**src/rtl/mpg_loader.sv**
```systemverilog
module mpg_loader #(
  parameter int DEPTH = 1024,
  parameter int AVW = 10,
  localparam int AW = $clog2(DEPTH)
) (
  input  logic           clk,
  input  logic           rst_n,
  input  logic           cmd_valid,
  input  logic [31:0]    cmd_word,
  input  logic [1:0]     cmd_pos,
  input  logic [AVW-1:0] avail,
  input  logic           vu_busy,
  input  logic [31:0]    op_data,
  input  logic [31:0]    op_src,
  output logic           op_pop,
  output logic           imem_we,
  output logic [AW-1:0]  imem_addr,
  output logic [63:0]    imem_wdata,
  output logic           trk_we,
  output logic [AW-1:0]  trk_addr,
  output logic [31:0]    trk_wdata,
  output logic [1:0]     status,
  output logic           done,
  output logic [9:0]     adv,
  output logic           err_align,
  output logic           err_range
);

  localparam logic [1:0] S_IDLE = 2'd0, S_WAIT = 2'd1, S_STALL = 2'd2, S_LOAD = 2'd3;

  logic [1:0]    st;
  logic [AW-1:0] idx;
  logic [8:0]    left;
  logic          half;
  logic [31:0]   lo_q, lo_src_q;

  logic [8:0]  pairs;
  logic [16:0] end_sum;
  logic        range_bad, enough, go;

  assign pairs     = (cmd_word[23:16] == 8'd0) ? 9'd256 : {1'b0, cmd_word[23:16]};
  assign end_sum   = {1'b0, cmd_word[15:0]} + {8'd0, pairs};
  assign range_bad = end_sum > 17'(DEPTH);
  assign enough    = 11'(avail) >= {1'b0, pairs, 1'b0};
  assign go        = cmd_valid && !done && (st != S_LOAD);

  always_ff @(posedge clk or negedge rst_n) begin
    if (!rst_n) begin
      st <= S_IDLE; idx <= '0; left <= '0; half <= 1'b0;
      lo_q <= '0; lo_src_q <= '0;
      done <= 1'b0; adv <= '0; err_align <= 1'b0; err_range <= 1'b0;
    end else begin
      done <= 1'b0; err_align <= 1'b0; err_range <= 1'b0;
      if (st == S_LOAD) begin
        half <= ~half;
        if (!half) begin
          lo_q <= op_data;
          lo_src_q <= op_src;
        end else begin
          idx  <= idx + 1'b1;
          left <= left - 1'b1;
          if (left == 9'd1) begin
            st <= S_IDLE;
            done <= 1'b1;
          end
        end
      end else if (go) begin
        if (!cmd_pos[0]) begin
          done <= 1'b1; err_align <= 1'b1; adv <= 10'd1; st <= S_IDLE;
        end else if (range_bad) begin
          done <= 1'b1; err_range <= 1'b1; adv <= 10'd1; st <= S_IDLE;
        end else if (!enough) begin
          st <= S_WAIT;
        end else if (vu_busy) begin
          st <= S_STALL;
        end else begin
          st   <= S_LOAD;
          idx  <= cmd_word[AW-1:0];
          left <= pairs;
          half <= 1'b0;
          adv  <= {pairs, 1'b1};
        end
      end else begin
        st <= S_IDLE;
      end
    end
  end

  assign op_pop     = (st == S_LOAD);
  assign imem_we    = (st == S_LOAD) && half;
  assign imem_addr  = idx;
  assign imem_wdata = {lo_q, op_data};
  assign trk_we     = imem_we;
  assign trk_addr   = idx;
  assign trk_wdata  = lo_src_q;
  assign status     = st;

  p_no_busy_start_r5: assert property (@(posedge clk) disable iff (!rst_n)
    $rose(status == S_LOAD) |-> !$past(vu_busy));

  p_aligned_start_r2: assert property (@(posedge clk) disable iff (!rst_n)
    $rose(status == S_LOAD) |-> $past(cmd_pos[0]));

  p_words_present_r4: assert property (@(posedge clk) disable iff (!rst_n)
    $rose(status == S_LOAD) |-> (11'($past(avail)) >= {1'b0, $past(pairs), 1'b0}));

  p_done_pulse_r9: assert property (@(posedge clk) disable iff (!rst_n)
    done |=> !done);

  p_write_spacing_r6: assert property (@(posedge clk) disable iff (!rst_n)
    imem_we |=> !imem_we);

  p_err_with_done_r10: assert property (@(posedge clk) disable iff (!rst_n)
    (err_align || err_range) |-> (done && !(err_align && err_range)));

endmodule

```
**config.mk**
```make
export PLATFORM = sky130hd
export DESIGN_NAME = mpg_loader
export DESIGN_NICKNAME = d
export VERILOG_FILES = /design/src/rtl/mpg_loader.sv
export SDC_FILE = /design/constraint.sdc
export NUM_CORES = 1
export LEC_CHECK = 0
export CORE_AREA = 2 2 121 123
export CTS_BUF_LIST = sky130_fd_sc_hd__clkbuf_8
export DETAILED_ROUTE_END_ITERATION = 16
export DIE_AREA = 0 0 123 125
export PLACE_DENSITY = 0.78
export SKIP_CTS_REPAIR_TIMING = 1
export SYNTH_ARGS = -nofsm -noshare
export SYNTH_HDL_FRONTEND = slang
export SYNTH_SLANG_ARGS = --single-unit
export TNS_END_PERCENT = 20
```
**constraint.sdc**
```tcl
create_clock -name clk -period 2.1 [get_ports clk]
set_input_delay 0.42 -clock clk [delete_from_list [all_inputs] [get_ports clk]]
set_output_delay 0.42 -clock clk [all_outputs]
set_load 0.01 [all_outputs]
```
# Word-level counts from Yosys, hierarchy flattened
# Index checks and enable logic that the tools add are counted.
word_totals:
  ff_bits: 99
  inputBits: 112
classes:
  addsub: 3
  magnitude_cmp: 2
  n_eq_ne: 9
  n_mux: 45
  bitwise_logic: 2
  n_reduce_logical: 13
op_table:
  columns: ["operator", "count"]
  rows:
  - ["10-bit two-way mux", 11]
  - ["9-bit two-way mux", 8]
  - ["1-bit two-way mux", 19]
  - ["16-bit by 9-bit adder with 17-bit output", 1]
  - ["17-bit by 11-bit greater-than comparator with 1-bit output, second input constant", 1]
  - ["2-bit two-way mux", 7]
  - ["10-bit by 1-bit adder with 10-bit output, second input constant", 1]
  - ["10-bit >= comparator", 1]
  - ["9-bit by 1-bit == test with 1-bit output, second input constant", 1]
  - ["9-bit by 1-bit subtractor with 9-bit output, second input constant", 1]
  - ["8-bit zero test", 1]
  - ["2-bit by 1-bit inequality test with 1-bit output, second input constant", 3]
  - ["6-bit AND reduction", 1]
  - ["2-bit nonzero test", 3]
  - ["5-bit AND reduction", 1]
  - ["2-bit inequality test, second input constant", 2]
  - ["2-bit AND reduction", 2]
  - ["4-bit AND reduction", 1]
  - ["1-bit logical AND", 3]
  - ["3-bit by 1-bit inequality test with 1-bit output, second input constant", 1]
  - ["3-bit by 2-bit inequality test with 1-bit output, second input constant", 1]
  - ["2-bit == test, second input constant", 1]
  - ["1-bit NOT", 2]
  - ["1-bit zero test", 1]

# Longest topological paths before layout
logic_depth:
  ltp_word: 8
  mapped_depth: 15
  depth_no_buf: 12

# Worst setup path after synthesis
# No wires, ideal clock.
synth_path:
  kind: "input -> register"
  start: "input cmd_word[16]"
  end: "register idx[0] (netlist: imem_addr[0])"
  setup_ns: 0.130
  arrival_ns: 3.300
  path_slack_ns: -1.330
  stages: 14
  n_path_buf: 3
  cell_sequence: "nor4_1 nand2_1 inv_1 ha_1 buf_6 a21o_1 or4_1 a41oi_2 a41oi_2 or4_4 buf_6 buf_6 o211ai_1 o31ai_1"
synth_between:
  elab_chain_len: 6
  elab_cells_between_ends: 8
  classes_between: "add/sub (1); order compare (2); eq/ne (1); mux (1); reduce/logical (3)"
synth_rtl:
  columns: ["item", "line", "text"]
  rows:
  - ["from (decl)", "9", "input logic [31:0] cmd_word,"]
  - ["8-bit zero test", "41", "assign pairs = (cmd_word[23:16] == 8'd0) ? 9'd256 : {1'b0, cmd_word[23:16]};"]
  - ["9-bit two-way mux *", "41", null]
  - ["16-bit by 9-bit adder with 17-bit output", "42", "assign end_sum = {1'b0, cmd_word[15:0]} + {8'd0, pairs};"]
  - ["17-bit by 11-bit greater-than comparator with 1-bit output", "43", "assign range_bad = end_sum > 17'(DEPTH);"]
  - ["2-bit inequality test (no line)", null, null]
  - ["6-bit AND reduction (no line) *", null, null]
  - ["to (signal assigned)", "60", "idx <= idx + 1'b1;"]
  - ["to (signal assigned)", "78", "idx <= cmd_word[AW-1:0];"]
  - ["to (decl)", "32", "logic [AW-1:0] idx;"]
# Every way passes the cells marked *; elsewhere a longest branch is shown, timed or not.
# A chain may end at the register's enable or synchronous reset.

# Worst setup path in the final report
layout_path:
  start: "input cmd_word[8]"
  end: "register idx[0] (netlist: imem_addr[0])"
layout_between:
  elab_chain_len: 4
layout_rtl:
  columns: ["item", "line"]
  rows:
  - ["16-bit by 9-bit adder with 17-bit output", "42"]
  - ["17-bit by 11-bit greater-than comparator with 1-bit output", "43"]
  - ["2-bit inequality test (no line)", null]
  - ["6-bit AND reduction (no line)", null]
# No other way between the ends.

==> run_results.csv <==
group,metric,value,unit
floorplanning,core_footprint,0.0142,mm^2
detailed_routing,wire_length_after_detailed_routing,15500,um
power_and_ir_drop,power-per-cell-area,504,mW/mm^2
clocking,cts-root-buf,"sky130_fd_sc_hd__clkbuf_8",
global_routing,globalRouteTotalUtil,19.1,%
power_and_ir_drop,power_leakage,3.65,nW
sta,tmin_final,3.12,ns
worst_setup_path,timing.rr.start,"status[0]",
global_routing,grt_pass1_vias,4700,
global_routing,globalRouteOverflowTotal,0,
sta,maximum_operating_frequency,320,MHz
worst_setup_path,crit_chain,"clkdlybuf4s50_1 -> ha_4 -> a21o_1 -> a31o_1 -> or3_4 -> nor4_4 -> o21ai_4 -> or4_4 -> o211ai_1 -> o31ai_1",
finish,final_core_util,60.0,%
clocking,cts_tree,"yes",
worst_setup_path,worst_path_largest_cell_delay,0.59,ns
clocking,cts.sink_count,99,
worst_setup_path,worst-setup-path-type,"in2reg",
synth,top_ff_cell_synth,"sky130_fd_sc_hd__dfrtp_1",
worst_setup_path,worst_reg2reg_setup_slack,-0.14,ns
detailed_routing,drt_pre_antenna_iters,5,
floorplanning,dieHeight,125,um
finish,layout_commonest_cell,"sky130_fd_sc_hd__clkdlybuf4s50_1",
worst_setup_path,start_kind,"input pin",
status,failing_checks,"setup timing",
finish,layout.area.seq,0.00248,mm^2
global_routing,initial_antenna_violation_count,0,
floorplanning,fp.dieW,123,um
synth,postSynthRegisterBits,99,
finish,syn2layout_area_growth,59.4,%
synth,postSynthNetCount,623,
clocking,clkTransAtPathRegs,0.11,ns
worst_setup_path,worst-endpoint-arrival,3.37,ns
place,numPortBuffers,236,
sta,setup_violations,34,
worst_setup_path,crit_path_end,"imem_addr[0]",
floorplanning,initial_core_util,37.6,%
synth,synthTopCellsByArea,"sky130_fd_sc_hd__dfrtp_1, sky130_fd_sc_hd__mux2_2, sky130_fd_sc_hd__buf_4, sky130_fd_sc_hd__ha_1, sky130_fd_sc_hd__a21oi_1",
global_routing,maximum_number_of_pins_on_one_net_before_global_route_repair,65,
sta,fin_worst_skew,0.0177,ns
worst_setup_path,critPathRequiredTime,2.34,ns
finish,antenna_cells,0,
place,gp_congestion,0.879,
sta,setup_repair_after_global_routing_missed_its_margin,"yes",
detailed_routing,detail_route.wl_per_cell,16.7,um
detailed_routing,violation_count_after_the_first_detailed_route_iteration,313,
finish,mostFrequentLayoutCells,"sky130_fd_sc_hd__clkdlybuf4s50_1, sky130_fd_sc_hd__dfrtp_1, sky130_fd_sc_hd__mux2_2, sky130_fd_sc_hd__buf_4, sky130_fd_sc_hd__inv_1",
floorplanning,rows,44,
sta,final.setup.worst_slack,-1.02,ns
finish,post_route_cells_drive_above_1_share,26.9,%
detailed_routing,route.vias.total,4769,
floorplanning,top_level_ports,246,
status,status,"finished with violations",
sta,timing.slew.headroom,67.7,%
synth,number_of_instances_in_the_synthesized_netlist,489,
job,max-cap-violations,0,
power_and_ir_drop,power.ir.vdd_worst,0.000425,V
sta,fin_hold_ws,0.0486,ns
detailed_routing,detail_route.vias_per_cell,5.14,
place,dpl_cell_area,0.00801,mm^2
place,dp_worst_setup_slack,-1.81,ns
worst_setup_path,worstSetupEndpointType,"flop",
synth,yosys.area.top_type,"sky130_fd_sc_hd__dfrtp_1",
synth,synth_warnings,0,
sta,slew_violations,0,
synth,synth.distinct_cells,59,
detailed_routing,final_antenna_net_count,0,
clocking,numCtsBuffers,9,
sta,post-route-period-util,149,%
hold_path,min_path_type,"in2async",
detailed_routing,drc_errors,0,
floorplanning,design.die.area,0.0154,mm^2
synth,yosysTopAreaCellShare,46.4,%
worst_setup_path,critPathMaxFanout,5,
sta,final.setup.tns,-32.15,ns
finish,final_area,0.00852,mm^2
finish,final_nets,873,
synth,synth.cell_area,0.00534,mm^2
clocking,clkLatencyLatePin,0.36,ns
place,dp_hpwl,12000,um
clocking,cts.path.max_buffers,2,
finish,area_occupied_by_multi_input_gates,0.00260,mm^2
global_routing,grt_pass1_wl,23300,um
worst_setup_path,crit-reg2reg-capture,"imem_addr[0]",
worst_setup_path,reg2reg_depth,7,
clocking,cts.htree.levels,3,
synth,synth_sequential_area_ratio,46.4,%
finish,fillers,1109,
sta,tightestPinTransition,0.479,ns
worst_setup_path,startpoint,"cmd_word[8]",
synth,synth_edf_count,0,
worst_setup_path,timing.critical_path.slowest_stage_cell,"sky130_fd_sc_hd__or4_4",
synth,asyncSetResetFlopFracSynth,100,%
synth,avgSynthCellArea,10.9,um^2
sta,report.final.hold_viol_count,0,
-- worst max-delay path, delay by kind of cell --
family / cells / cell delay (ns)
AND/OR/NAND/NOR: 3 / 1.30
buffers and inverters: 1 / 0.56
adder cells (fa/ha/maj): 1 / 0.23
AO/OA/AOI/OAI: 5 / 0.84
-- flip-flops by register name (all words and copies together), names as in the netlist --
| register | cells |
|---|---|
| trk_wdata | 32 |
| status | 2 |
| left | 9 |
| lo_q | 32 |
| half | 1 |
| err_range | 1 |
| err_align | 1 |
| imem_addr | 10 |
| adv | 10 |
| done | 1 |
-- report_power, final --
part	leakage, nW	internal [W]	switching, W
combinational	2.35	0.000634	0.000441
sequential	1.21	0.00198	0.0000547
clock	0.0954	0.000484	0.000694
-- cells in the mapped netlist (2+ instances only) --
cell and instances:
sky130_fd_sc_hd__o21ai_1 3, sky130_fd_sc_hd__a311oi_1 3, sky130_fd_sc_hd__nand2b_1 5, sky130_fd_sc_hd__nor3_1 12, sky130_fd_sc_hd__or2_2 2, sky130_fd_sc_hd__o22ai_1 9
sky130_fd_sc_hd__and3_1 4, sky130_fd_sc_hd__nor3b_1 3, sky130_fd_sc_hd__buf_4 43, sky130_fd_sc_hd__xor2_1 3, sky130_fd_sc_hd__a21oi_1 22, sky130_fd_sc_hd__a31oi_1 4
sky130_fd_sc_hd__dfrtp_1 99, sky130_fd_sc_hd__a211oi_1 3, sky130_fd_sc_hd__and2_1 3, sky130_fd_sc_hd__clkbuf_1 19, sky130_fd_sc_hd__inv_1 26, sky130_fd_sc_hd__a221o_1 3
sky130_fd_sc_hd__buf_6 3, sky130_fd_sc_hd__nand3b_1 2, sky130_fd_sc_hd__buf_2 2, sky130_fd_sc_hd__ha_1 21, sky130_fd_sc_hd__o211ai_1 9, sky130_fd_sc_hd__or3_1 3
sky130_fd_sc_hd__o31ai_1 3, sky130_fd_sc_hd__nor4_1 6, sky130_fd_sc_hd__a41oi_2 2, sky130_fd_sc_hd__o221a_2 5, sky130_fd_sc_hd__o21a_1 5, sky130_fd_sc_hd__a41oi_1 2
sky130_fd_sc_hd__mux2_2 64, sky130_fd_sc_hd__o21ai_0 15, sky130_fd_sc_hd__nand2_1 18, sky130_fd_sc_hd__nand3_1 11, sky130_fd_sc_hd__mux2i_1 4, sky130_fd_sc_hd__nor2_1 23
sky130_fd_sc_hd__o221a_1 2, sky130_fd_sc_hd__a31o_2 2
-- final cells by class --
class	instances	share of cell area (%)
clock inverters	6	0.632
flip-flops and latches	99	29.1
clock buffers	10	1.62
repair buffers	304	34.3
multi-input cells	299	30.5
well taps	184	2.70
inverters	26	1.15
-- worst min-delay path by stage --
stage	startpoint	to	slack, ns	depth (start not counted)
global placement	rst_n	trk_wdata[11]	0.46	2
detailed placement	rst_n	trk_wdata[13]	0.46	2
finish	rst_n	trk_wdata[16]	0.05	2
global route	rst_n	lo_q[31]	0.05	2
CTS	rst_n	trk_wdata[13]	0.04	2
floorplan	rst_n	adv[0]	0.12	0
-- kinds of logic (layout without fill, tap and decap cells) --
group	count (synthesis)	count (layout)	synth area share, %
AO/OA/AOI/OAI	102	102	13.6
XOR/XNOR	4	4	0.656
adder cells (fa/ha/maj)	22	22	5.29
buffers and inverters	93	346	10.0
flip-flops	99	99	46.4
multiplexers	68	68	14.2
AND/OR/NAND/NOR	101	103	9.86
-- per-stage QoR --
stage	total power (W)	std cells
after floorplan	0.00246	489
after global placement	0.00305	903
after detailed placement	0.00307	903
after CTS	0.00427	919
after global routing	0.00451	928
final	0.00429	928
-- routing by layer --
layer	track usage [%]	wire length, um	vias to the layer above
li1	-	-	2229
met1	21.7	5790	2280
met2	34.7	8060	220
met3	3.42	1130	40
met4	7.55	537	0
met5	0	0	-
(Power assumes the default switching activity.)
